--- config.mk ---
export PLATFORM = sky130hd
export DESIGN_NAME = dbg_uart
export DESIGN_NICKNAME = d
export VERILOG_FILES = /design/src/rtl/dbg_uart_pkg.sv /design/src/rtl/dbg_uart_baud.sv /design/src/rtl/dbg_uart_tx.sv /design/src/rtl/dbg_uart_rx.sv /design/src/rtl/dbg_uart.sv
export SDC_FILE = /design/constraint.sdc
export NUM_CORES = 1
export LEC_CHECK = 0
export BUFFER_PORTS_ARGS = -buffer_cell sky130_fd_sc_hd__clkbuf_2
export CAP_MARGIN = 30
export CORE_UTILIZATION = 60
export CTS_BUF_LIST = sky130_fd_sc_hd__clkbuf_4 sky130_fd_sc_hd__clkbuf_8 sky130_fd_sc_hd__clkbuf_16
export DETAILED_ROUTE_END_ITERATION = 7
export PLACE_DENSITY = 0.85
export SLEW_MARGIN = 20
export SYNTH_ARGS = -nofsm -noshare
export SYNTH_HDL_FRONTEND = slang
export SYNTH_HIERARCHICAL = 1
export SYNTH_SLANG_ARGS = --single-unit
--- constraint.sdc ---
create_clock -name clk -period 3.2 [get_ports clk]
set_input_delay 0.16 -clock clk [delete_from_list [all_inputs] [get_ports clk]]
set_output_delay 0.16 -clock clk [all_outputs]
set_load 0.02 [all_outputs]
--- src/rtl/dbg_uart_pkg.sv ---
package dbg_uart_pkg;
  localparam int BYTE_W = 8;
  localparam int OVS    = 16;
  localparam int HALF   = OVS / 2;
  localparam int CNT_W  = $clog2(OVS);
  localparam int FRM_W  = BYTE_W + 3;
  localparam int BIT_W  = $clog2(FRM_W);
  localparam int REG_AW = 3;
  localparam int REG_DW = 16;

  localparam int ST_BUSY = 7;
  localparam int ST_PE   = 2;
  localparam int ST_FE   = 1;
  localparam int ST_OV   = 0;

  typedef enum logic [REG_AW-1:0] {
    A_STAT = 3'd0,
    A_TXA  = 3'd1,
    A_TXB  = 3'd2,
    A_RXD  = 3'd3,
    A_CTRL = 3'd4,
    A_DIV  = 3'd5,
    A_INTS = 3'd6
  } reg_addr_e;

  typedef enum logic [1:0] {
    RX_IDLE,
    RX_START,
    RX_BITS
  } rx_state_e;
endpackage

--- src/rtl/dbg_uart_baud.sv ---
module dbg_uart_baud #(
  parameter int DIV_W = 12
) (
  input  logic             clk,
  input  logic             rst_n,
  input  logic [DIV_W-1:0] div,
  output logic             tick
);
  logic [DIV_W-1:0] cnt_q, cnt_d, lim_m1;

  always_comb begin
    lim_m1 = (div == '0) ? '0 : div - 1'b1;
    tick   = (cnt_q >= lim_m1);
    cnt_d  = tick ? '0 : cnt_q + 1'b1;
  end

  always_ff @(posedge clk or negedge rst_n) begin
    if (!rst_n) cnt_q <= '0;
    else        cnt_q <= cnt_d;
  end
endmodule

--- src/rtl/dbg_uart_tx.sv ---
module dbg_uart_tx
  import dbg_uart_pkg::*;
(
  input  logic              clk,
  input  logic              rst_n,
  input  logic              tick,
  input  logic              load,
  input  logic [BYTE_W-1:0] data,
  input  logic              par_en,
  input  logic              par_odd,
  output logic              tx,
  output logic              busy,
  output logic              done
);
  logic [FRM_W-1:0] sh_q, sh_d;
  logic [CNT_W-1:0] sub_q, sub_d;
  logic [BIT_W-1:0] bit_q, bit_d, last;
  logic             busy_q, busy_d, par;

  always_comb begin
    par    = (^data) ^ par_odd;
    last   = par_en ? BIT_W'(FRM_W - 1) : BIT_W'(FRM_W - 2);
    sh_d   = sh_q;
    sub_d  = sub_q;
    bit_d  = bit_q;
    busy_d = busy_q;
    done   = 1'b0;
    if (!busy_q) begin
      if (load) begin
        busy_d = 1'b1;
        sh_d   = {1'b1, (par_en ? par : 1'b1), data, 1'b0};
        sub_d  = '0;
        bit_d  = '0;
      end
    end else if (tick) begin
      sub_d = sub_q + 1'b1;
      if (sub_q == CNT_W'(OVS - 1)) begin
        sh_d = {1'b1, sh_q[FRM_W-1:1]};
        if (bit_q == last) begin
          busy_d = 1'b0;
          done   = 1'b1;
        end else begin
          bit_d = bit_q + 1'b1;
        end
      end
    end
  end

  always_ff @(posedge clk or negedge rst_n) begin
    if (!rst_n) begin
      sh_q   <= '1;
      sub_q  <= '0;
      bit_q  <= '0;
      busy_q <= 1'b0;
    end else begin
      sh_q   <= sh_d;
      sub_q  <= sub_d;
      bit_q  <= bit_d;
      busy_q <= busy_d;
    end
  end

  assign tx   = busy_q ? sh_q[0] : 1'b1;
  assign busy = busy_q;
endmodule

--- src/rtl/dbg_uart_rx.sv ---
module dbg_uart_rx
  import dbg_uart_pkg::*;
(
  input  logic              clk,
  input  logic              rst_n,
  input  logic              tick,
  input  logic              rx,
  input  logic              par_en,
  input  logic              par_odd,
  output logic              done,
  output logic [BYTE_W-1:0] data,
  output logic              perr,
  output logic              ferr
);
  localparam int SH_W = BYTE_W + 2;

  rx_state_e        st_q, st_d;
  logic             prev_q;
  logic [CNT_W-1:0] sub_q, sub_d;
  logic [BIT_W-1:0] bit_q, bit_d, last;
  logic [SH_W-1:0]  sh_q, sh_d, sh_nx;

  always_comb begin
    sh_nx = {rx, sh_q[SH_W-1:1]};
    data  = par_en ? sh_nx[BYTE_W-1:0] : sh_nx[BYTE_W:1];
    perr  = par_en && (sh_nx[BYTE_W] != ((^data) ^ par_odd));
    ferr  = !sh_nx[SH_W-1];
    last  = par_en ? BIT_W'(BYTE_W + 1) : BIT_W'(BYTE_W);
    st_d  = st_q;
    sub_d = sub_q;
    bit_d = bit_q;
    sh_d  = sh_q;
    done  = 1'b0;
    case (st_q)
      RX_IDLE: begin
        if (prev_q && !rx) begin
          st_d  = RX_START;
          sub_d = '0;
        end
      end
      RX_START: begin
        if (tick) begin
          sub_d = sub_q + 1'b1;
          if (sub_q == CNT_W'(HALF - 1)) begin
            sub_d = '0;
            bit_d = '0;
            st_d  = rx ? RX_IDLE : RX_BITS;
          end
        end
      end
      RX_BITS: begin
        if (tick) begin
          sub_d = sub_q + 1'b1;
          if (sub_q == CNT_W'(OVS - 1)) begin
            sh_d = sh_nx;
            if (bit_q == last) begin
              done = 1'b1;
              st_d = RX_IDLE;
            end else begin
              bit_d = bit_q + 1'b1;
            end
          end
        end
      end
      default: st_d = RX_IDLE;
    endcase
  end

  always_ff @(posedge clk or negedge rst_n) begin
    if (!rst_n) begin
      st_q   <= RX_IDLE;
      prev_q <= 1'b1;
      sub_q  <= '0;
      bit_q  <= '0;
      sh_q   <= '0;
    end else begin
      st_q   <= st_d;
      prev_q <= rx;
      sub_q  <= sub_d;
      bit_q  <= bit_d;
      sh_q   <= sh_d;
    end
  end
endmodule

--- src/rtl/dbg_uart.sv ---
module dbg_uart
  import dbg_uart_pkg::*;
#(
  parameter int DIV_W = 12
) (
  input  logic              clk,
  input  logic              rst_n,
  input  logic              bus_sel,
  input  logic              bus_wr,
  input  logic [REG_AW-1:0] bus_addr,
  input  logic [REG_DW-1:0] bus_wdata,
  output logic [REG_DW-1:0] bus_rdata,
  input  logic              rx_in,
  output logic              tx_out,
  output logic              irq
);
  logic [1:0]        rs_q;
  logic              rst_i;
  logic [1:0]        rxs_q;
  logic              tick, tx_busy, tx_done, tx_load;
  logic              rx_done, rx_perr, rx_ferr;
  logic [BYTE_W-1:0] rx_data;
  logic [DIV_W-1:0]  div_q, div_d;
  logic              pen_q, pen_d, podd_q, podd_d;
  logic [BYTE_W-1:0] buf_q, buf_d;
  logic              full_q, full_d;
  logic              pe_q, pe_d, fe_q, fe_d, ov_q, ov_d, int_q, int_d;
  logic              wr_stat, wr_tx, wr_ctrl, wr_div, wr_ints, rd_rx;

  // reset asserted asynchronously, released on the clock
  always_ff @(posedge clk or negedge rst_n) begin
    if (!rst_n) rs_q <= 2'b00;
    else        rs_q <= {rs_q[0], 1'b1};
  end
  assign rst_i = rs_q[1];

  always_ff @(posedge clk or negedge rst_i) begin
    if (!rst_i) rxs_q <= 2'b11;
    else        rxs_q <= {rxs_q[0], rx_in};
  end

  dbg_uart_baud #(.DIV_W(DIV_W)) u_baud (
    .clk(clk), .rst_n(rst_i), .div(div_q), .tick(tick)
  );

  dbg_uart_tx u_tx (
    .clk(clk), .rst_n(rst_i), .tick(tick), .load(tx_load),
    .data(bus_wdata[BYTE_W-1:0]), .par_en(pen_q), .par_odd(podd_q),
    .tx(tx_out), .busy(tx_busy), .done(tx_done)
  );

  dbg_uart_rx u_rx (
    .clk(clk), .rst_n(rst_i), .tick(tick), .rx(rxs_q[1]),
    .par_en(pen_q), .par_odd(podd_q), .done(rx_done),
    .data(rx_data), .perr(rx_perr), .ferr(rx_ferr)
  );

  always_comb begin
    wr_stat = bus_sel && bus_wr && (bus_addr == A_STAT);
    wr_tx   = bus_sel && bus_wr && ((bus_addr == A_TXA) || (bus_addr == A_TXB));
    wr_ctrl = bus_sel && bus_wr && (bus_addr == A_CTRL);
    wr_div  = bus_sel && bus_wr && (bus_addr == A_DIV);
    wr_ints = bus_sel && bus_wr && (bus_addr == A_INTS);
    rd_rx   = bus_sel && !bus_wr && (bus_addr == A_RXD);
    tx_load = wr_tx && !tx_busy;

    div_d  = wr_div  ? bus_wdata[DIV_W-1:0] : div_q;
    pen_d  = wr_ctrl ? bus_wdata[0] : pen_q;
    podd_d = wr_ctrl ? bus_wdata[1] : podd_q;
    buf_d  = rx_done ? rx_data : buf_q;
    full_d = rx_done ? 1'b1 : (rd_rx ? 1'b0 : full_q);

    // a new event wins over a clear in the same cycle
    pe_d  = (pe_q  && !(wr_stat && bus_wdata[ST_PE])) || (rx_done && rx_perr);
    fe_d  = (fe_q  && !(wr_stat && bus_wdata[ST_FE])) || (rx_done && rx_ferr);
    ov_d  = (ov_q  && !(wr_stat && bus_wdata[ST_OV])) || (rx_done && full_q && !rd_rx);
    int_d = (int_q && !(wr_ints && bus_wdata[0]))     || tx_done;
  end

  always_ff @(posedge clk or negedge rst_i) begin
    if (!rst_i) begin
      div_q  <= '0;
      pen_q  <= 1'b0;
      podd_q <= 1'b0;
      buf_q  <= '0;
      full_q <= 1'b0;
      pe_q   <= 1'b0;
      fe_q   <= 1'b0;
      ov_q   <= 1'b0;
      int_q  <= 1'b0;
    end else begin
      div_q  <= div_d;
      pen_q  <= pen_d;
      podd_q <= podd_d;
      buf_q  <= buf_d;
      full_q <= full_d;
      pe_q   <= pe_d;
      fe_q   <= fe_d;
      ov_q   <= ov_d;
      int_q  <= int_d;
    end
  end

  always_comb begin
    bus_rdata = '0;
    case (bus_addr)
      A_STAT: begin
        bus_rdata[ST_BUSY] = tx_busy;
        bus_rdata[ST_PE]   = pe_q;
        bus_rdata[ST_FE]   = fe_q;
        bus_rdata[ST_OV]   = ov_q;
      end
      A_RXD:  bus_rdata[BYTE_W-1:0] = buf_q;
      A_CTRL: bus_rdata[1:0] = {podd_q, pen_q};
      A_DIV:  bus_rdata[DIV_W-1:0] = div_q;
      A_INTS: bus_rdata[0] = int_q;
      default: bus_rdata = '0;
    endcase
  end

  assign irq = int_q;
endmodule

=== Word-level counts from Yosys, hierarchy flattened ===
Cells that the tools add are included.
Widths: inputs -> output; s select.

* $add $sub $neg: 6
* Eq/ne operators: 24
* Multiplexer cells: 58
* Bitwise gates (word level): 2
* Magnitude comparators: 1
* Reductions and logical operators: 52

{| class="wikitable"
|+ Operators with widths
! cell !! number
|-
| $mux 4 || 17
|-
| $mux 11 || 4
|-
| $mux 12 || 2
|-
| $logic_and 1x1->1 || 23
|-
| $mux 1 || 18
|-
| $add 4x1->4 const B || 4
|-
| $mux 2 || 8
|-
| $pmux 4 s2 || 2
|-
| $reduce_xor 8->1 || 2
|-
| $add 12x1->12 const B || 1
|-
| $ge 12x12->1 || 1
|-
| $logic_not 12->1 || 1
|-
| $ne 2x2->1 const B || 6
|-
| $pmux 4 s3 || 1
|-
| $reduce_and 6->1 || 2
|-
| $sub 12x1->12 const B || 1
|-
| $eq 3x3->1 const B || 3
|-
| $eq 4x4->1 || 2
|-
| $eq 4x4->1 const B || 2
|-
| $logic_not 1->1 || 8
|-
| $mux 8 || 1
|-
| $ne 2x1->1 const B || 4
|-
| $reduce_and 4->1 || 2
|-
| $eq 3x2->1 const B || 2
|-
| other kinds (17) || 26
|}

* Output and inout bits: 18
* Register bits after elaboration: 84

=== Longest topological paths before layout ===
* Word-level depth: 9
* Mapped depth: 17
* Depth with buffers taken out: 15

=== Cells and area by module ===
Netlist, hierarchy kept.

{| class="wikitable"
|+ Modules (own cells, without submodules)
! module !! instances !! sequential area each (µm²) !! cells an instance !! area an instance (µm²)
|-
| dbg_uart || 1 || 778.2 || 116 || 1495.2
|-
| dbg_uart_rx || 1 || 501.7 || 114 || 1255.0
|-
| dbg_uart_baud || 1 || 300.3 || 133 || 1167.4
|-
| dbg_uart_tx || 1 || 488.0 || 102 || 1063.5
|}

=== Worst setup path before layout ===
OpenSTA, ideal clock, no wires.

* Path type: register -> register
* Start: register div_q[0]
* End: register buf_q[0]
* Arrival: 3.860 ns
* Slack: -0.784 ns
* Period minus slack after synthesis: 3.984 ns
* Path buffers: 2
* Setup time: 0.125 ns
* Data required time: 3.075 ns
* Cell stages (with the launch flop): 16
* Cell sequence: dfrtp_1 > inv_1 > ha_1 > or4b_4 > nor4_1 > xor2_1 > nand2_1 > ha_1 > nand4_1 > nor3_1 > clkbuf_1 > a21o_1 > nand2_1 > nor3_1 > buf_2 > mux2_2

* Longest elaborated chain between the ends: 5
* Elaborated cells between the ends (all ways): 6
* Those cells by class: add/sub: 1; order compare: 1; mux: 3; reduce/logical: 1

{| class="wikitable"
|+ RTL lines
! item !! RTL line !! source
|-
| from (decl) || dbg_uart.sv:23 || <nowiki>logic [DIV_W-1:0] div_q, div_d;</nowiki>
|-
| from (signal assigned) || dbg_uart.sv:92 || <nowiki>div_q <= div_d;</nowiki>
|-
| $sub 12x1->12 / $logic_not 12->1 (equally long branches) || dbg_uart_baud.sv:12 || <nowiki>lim_m1 = (div == '0) ? '0 : div - 1'b1;</nowiki>
|-
| $mux 12 (*) || dbg_uart_baud.sv:12 ||
|-
| $ge 12x12->1 (*) || dbg_uart_baud.sv:13 || <nowiki>tick = (cnt_q >= lim_m1);</nowiki>
|-
| via tick || dbg_uart.sv:20 || <nowiki>logic tick, tx_busy, tx_done, tx_load;</nowiki>
|-
| $mux 1 (*) || dbg_uart_rx.sv:52 || <nowiki>if (tick) begin</nowiki>
|-
| $mux 1 (*) || dbg_uart_rx.sv:34 || <nowiki>case (st_q)</nowiki>
|-
| to (signal assigned) || dbg_uart.sv:95 || <nowiki>buf_q <= buf_d;</nowiki>
|-
| to (decl) || dbg_uart.sv:25 || <nowiki>logic [BYTE_W-1:0] buf_q, buf_d;</nowiki>
|}

The timed path passes the listed nets; every way through them passes the cells marked *.
A chain may end at the register's enable or synchronous reset.

=== Final worst setup path ===
* Start: register div_q[0]
* End: register buf_q[4]

The elaborated chain is that of the path after synthesis.

==> impl_metrics.csv <==
group,metric,value,unit
final_layout,drive_above_1_share,0.383,
synth,yosys.area_share.simple,0.166,
synth,synth.area.mux_share,0.126,
worst_setup_path,critPathKind,"flop to flop",
die,row_count,32,
place,post-dp-hpwl,7730,um
place,place_inst,613,
cts,cts.sinks,82,
synth,yosysTopAreaCellShare,0.347,
timing,skew,0.0134,ns
final_layout,final_common_cell,"dfrtp_1",
cts,cts_root_buffer,"clkbuf_8",
worst_setup_path,critPathMaxFanout,9,
worst_setup_path,critPathArrivalTime,3.85,ns
worst_setup_path,slowest_stage,"or4b_4",
final_layout,final_util,0.767,
pwr,max-vdd-ir-drop,0.478,mV
detailed_routing,viasPerCell,6.27,
worst_setup_path,crit_cells,14,
timing,rsz0062_at_grt,"true",
final_layout,diodes,0,
detailed_routing,drtIter0Drc,218,
hold_path,holdPathStages,2,
worst_setup_path,crit_family,"simple AND/OR/NAND/NOR gates",
worst_setup_path,startpoint_type,"flop",
synth,ys_ff_latch,82,
cts,cts_buffer_depth,2,
timing,slew-limit-headroom,0.308,
die,design.core.area,7890,um^2
detailed_routing,vias,4027,
detailed_routing,drc,0,
global_routing,grt_pass1_wl,19600,um
detailed_routing,postRouteWirelength,12700,um
synth,synth_fa_ha_area_frac,0.0578,
place,io_buffers,33,
pwr,cellLeakagePower,2.79,nW
run_status,status,"finished with violations",
timing,worst_slack,-0.413,ns
synth,synth-seq-area-share,0.415,
detailed_routing,avgRoutedWirePerCell,19.8,um
global_routing,grt_pass1_vias,3978,
synth,avgSynthCellArea,10.7,um^2
cts,cts_made_buffers,9,
worst_setup_path,r2r-start,"div_q[0]",
synth,synth_area_leaders,"dfrtp_1 (35%), dfstp_2 (6.9%), mux2_2 (6.8%)",
timing,fin_crit_sh,1.13,
timing,setup_viol,50,
die,ios,42,
global_routing,grtUsageTotal,0.293,
cts,ctsHtreeMaxLevel,3,
global_routing,grt_max_degree,81,
pwr,p_per_area,755,nW/um^2
final_layout,fillCellCount,433,
synth,synth_ff_type,"dfrtp_1",
worst_setup_path,crit_chain,"inv_2 -> ha_4 -> or4b_4 -> nor4_4 -> xor2_1 -> nand2_1 -> ha_4 -> nand4_1 -> o221ai_2 -> a21o_4 -> nand2_1 -> nor3_2 -> buf_6 -> mux2_2",
worst_setup_path,crit_required,3.44,ns
synth,synth_top_family_by_area,"simple AND/OR/NAND/NOR gates",
synth,async_flop_share,1.00,
synth,yosys_warnings,6,
final_layout,multiInputGateArea,3020,um^2
die,chipWidth,93.1,um
worst_setup_path,path_buf_inv,2,
cts,cts_tree,"yes",
worst_setup_path,end_kind,"flop",
synth,synthDistinctLibCells,64,
cts,insertion_delay,0.36,ns
hold_path,min_from,"bus_wdata[8]",
synth,synth-edff-count,0,
worst_setup_path,cp-startpoint,"div_q[0]",
final_layout,instances_no_fill,642,
die,start_util,0.632,
global_routing,overflow,0,
synth,netlist_instances,465,
die,floorplan.die_area,8670,um^2
worst_setup_path,r2r_cells,14,
die,die_h,93.1,um
detailed_routing,drt_first_pass_iters,4,
worst_setup_path,critical-path-max-stage-delay,0.50,ns
synth,synth_area_leader_cell,"dfrtp_1",
timing,worstMarginPinSlew,1.03,ns
synth,synth_area,4980,um^2
timing,slew_viol_final,0,
timing,max_freq,277,MHz
place,gp_congestion,0.881,
final_layout,nNetsFinal,582,
final_layout,syn_to_final_growth,21.4,%
place,pre_cts_ws,-0.311,ns
hold_path,hp-class,"input port to flop",
final_layout,final_cell_mix,"dfrtp_1 (67), nand2_1 (38), buf_4 (36)",
job,drv_cap,0,
cts,clkTransAtPathRegs,0.09,ns
synth,synth-compound-area-share,0.113,
detailed_routing,antenna_left,0,
timing,period_needed,3.61,ns
synth,synth_xor_area_frac,0.0733,
timing,hold_violations,0,
global_routing,antenna_found_initial,0,
final_layout,seq_area,2070,um^2
run_status,violations,"negative setup slack",
==> synth_stat cells, types with 2 or more instances <==
cell and instances:
dfrtp_1 69, nand2_1 42, mux2_2 30, ha_1 23, o21ai_0 22, inv_1 18
nand3_1 18, xnor2_1 17, xor2_1 17, nor2_1 15, mux2i_1 14, a211oi_1 13
dfstp_2 13, mux2_4 10, a21oi_1 9, clkbuf_1 8, nor2b_1 8, a22oi_1 7
nand2b_1 7, buf_6 6, nor3_1 6, nor4_1 6, a21o_1 5, and3_1 5
buf_4 5, nand4_1 5, a22o_1 4, a31oi_1 4, nand3b_1 4, nor3b_1 4
or2_2 4, buf_2 3, o21a_1 3, o221ai_1 3, xnor3_1 3, a211o_1 2
a32o_1 2, conb_1 2, o31ai_1 2, or4_4 2, or4b_4 2
==> per-layer routing <==
layer,up-vias,global-route usage,part of all wire
met5,-,0,0
met4,0,0.124,0.039
met3,48,0.0528,0.046
met2,155,0.521,0.51
met1,2018,0.346,0.40
li1,1806,-,-
==> cell families after synthesis <==
| group | after synthesis |
|---|---|
| flops | 82 |
| xor+xnor | 37 |
| simple gates | 143 |
| fa+ha+maj | 23 |
| other cells | 2 |
| mux | 54 |
| compound gates | 83 |
| buf+inv | 41 |
==> final timing paths <==
path / slack, ns / to
worst max-delay path: -0.41 / buf_q[4]
worst max register to register: -0.41 / buf_q[4]
max in group asynchronous: 2.25 / u_tx/sh_q[6]
min in group asynchronous: 0.13 / rs_q[0]
worst min register to register: 0.31 / u_rx/st_q[1]
worst min-delay path: 0.04 / div_q[8]
==> power by group <==
group	total [W]	internal (W)	switching, W
clock network	0.000846	0.000458	0.000389
registers	0.00159	0.00131	0.000281
logic	0.00212	0.000987	0.00114
==> final cells by class <==
type | instances | area share
Multi-Input combinational cell | 346 | 0.499
Sequential cell | 82 | 0.343
Timing Repair Buffer | 78 | 0.0902
Clock buffer | 11 | 0.0230
Tap cell | 102 | 0.0211
Clock inverter | 5 | 0.0130
Inverter | 18 | 0.0112
==> sequential cells by signal, summed over array words and instances, names as in the netlist, 4 cells and up <==
| name | flops |
|---|---|
| u_rx/sub_q | 4 |
| u_rx/bit_q | 4 |
| buf_q | 8 |
| u_tx/sub_q | 4 |
| u_baud/cnt_q | 12 |
| div_q | 12 |
| u_rx/sh_q | 9 |
| u_tx/bit_q | 4 |
| u_tx/sh_q | 10 |
==> repair_timing <==
| action | in CTS | in global routing |
|---|---|---|
| hold endpoints to repair | 3 | 0 |
| pin swaps | 8 | 15 |
| endpoints found under the setup margin | 48 | 50 |
| hold buffers | 2 | 0 |
| gates cloned | 2 | 0 |
| buffers inserted | 4 | 4 |
| gates resized for setup | 45 | 25 |
==> per-stage QoR <==
step           setup TNS [ns]  power (W)  hold WS (ns)  instance area, um^2
2_1_floorplan           -3.59    0.00270        -0.136                 5060
6_report               -13.44    0.00457        0.0388                 6050
3_3_place_gp            -2.05    0.00309       -0.0546                 5430
4_1_cts                 -2.10    0.00425        0.0340                 5890
5_1_grt                -16.17    0.00480        0.0303                 6050
3_5_place_dp            -9.86    0.00320       -0.0509                 5430
Note: power is estimated with default switching activity, not from simulation.
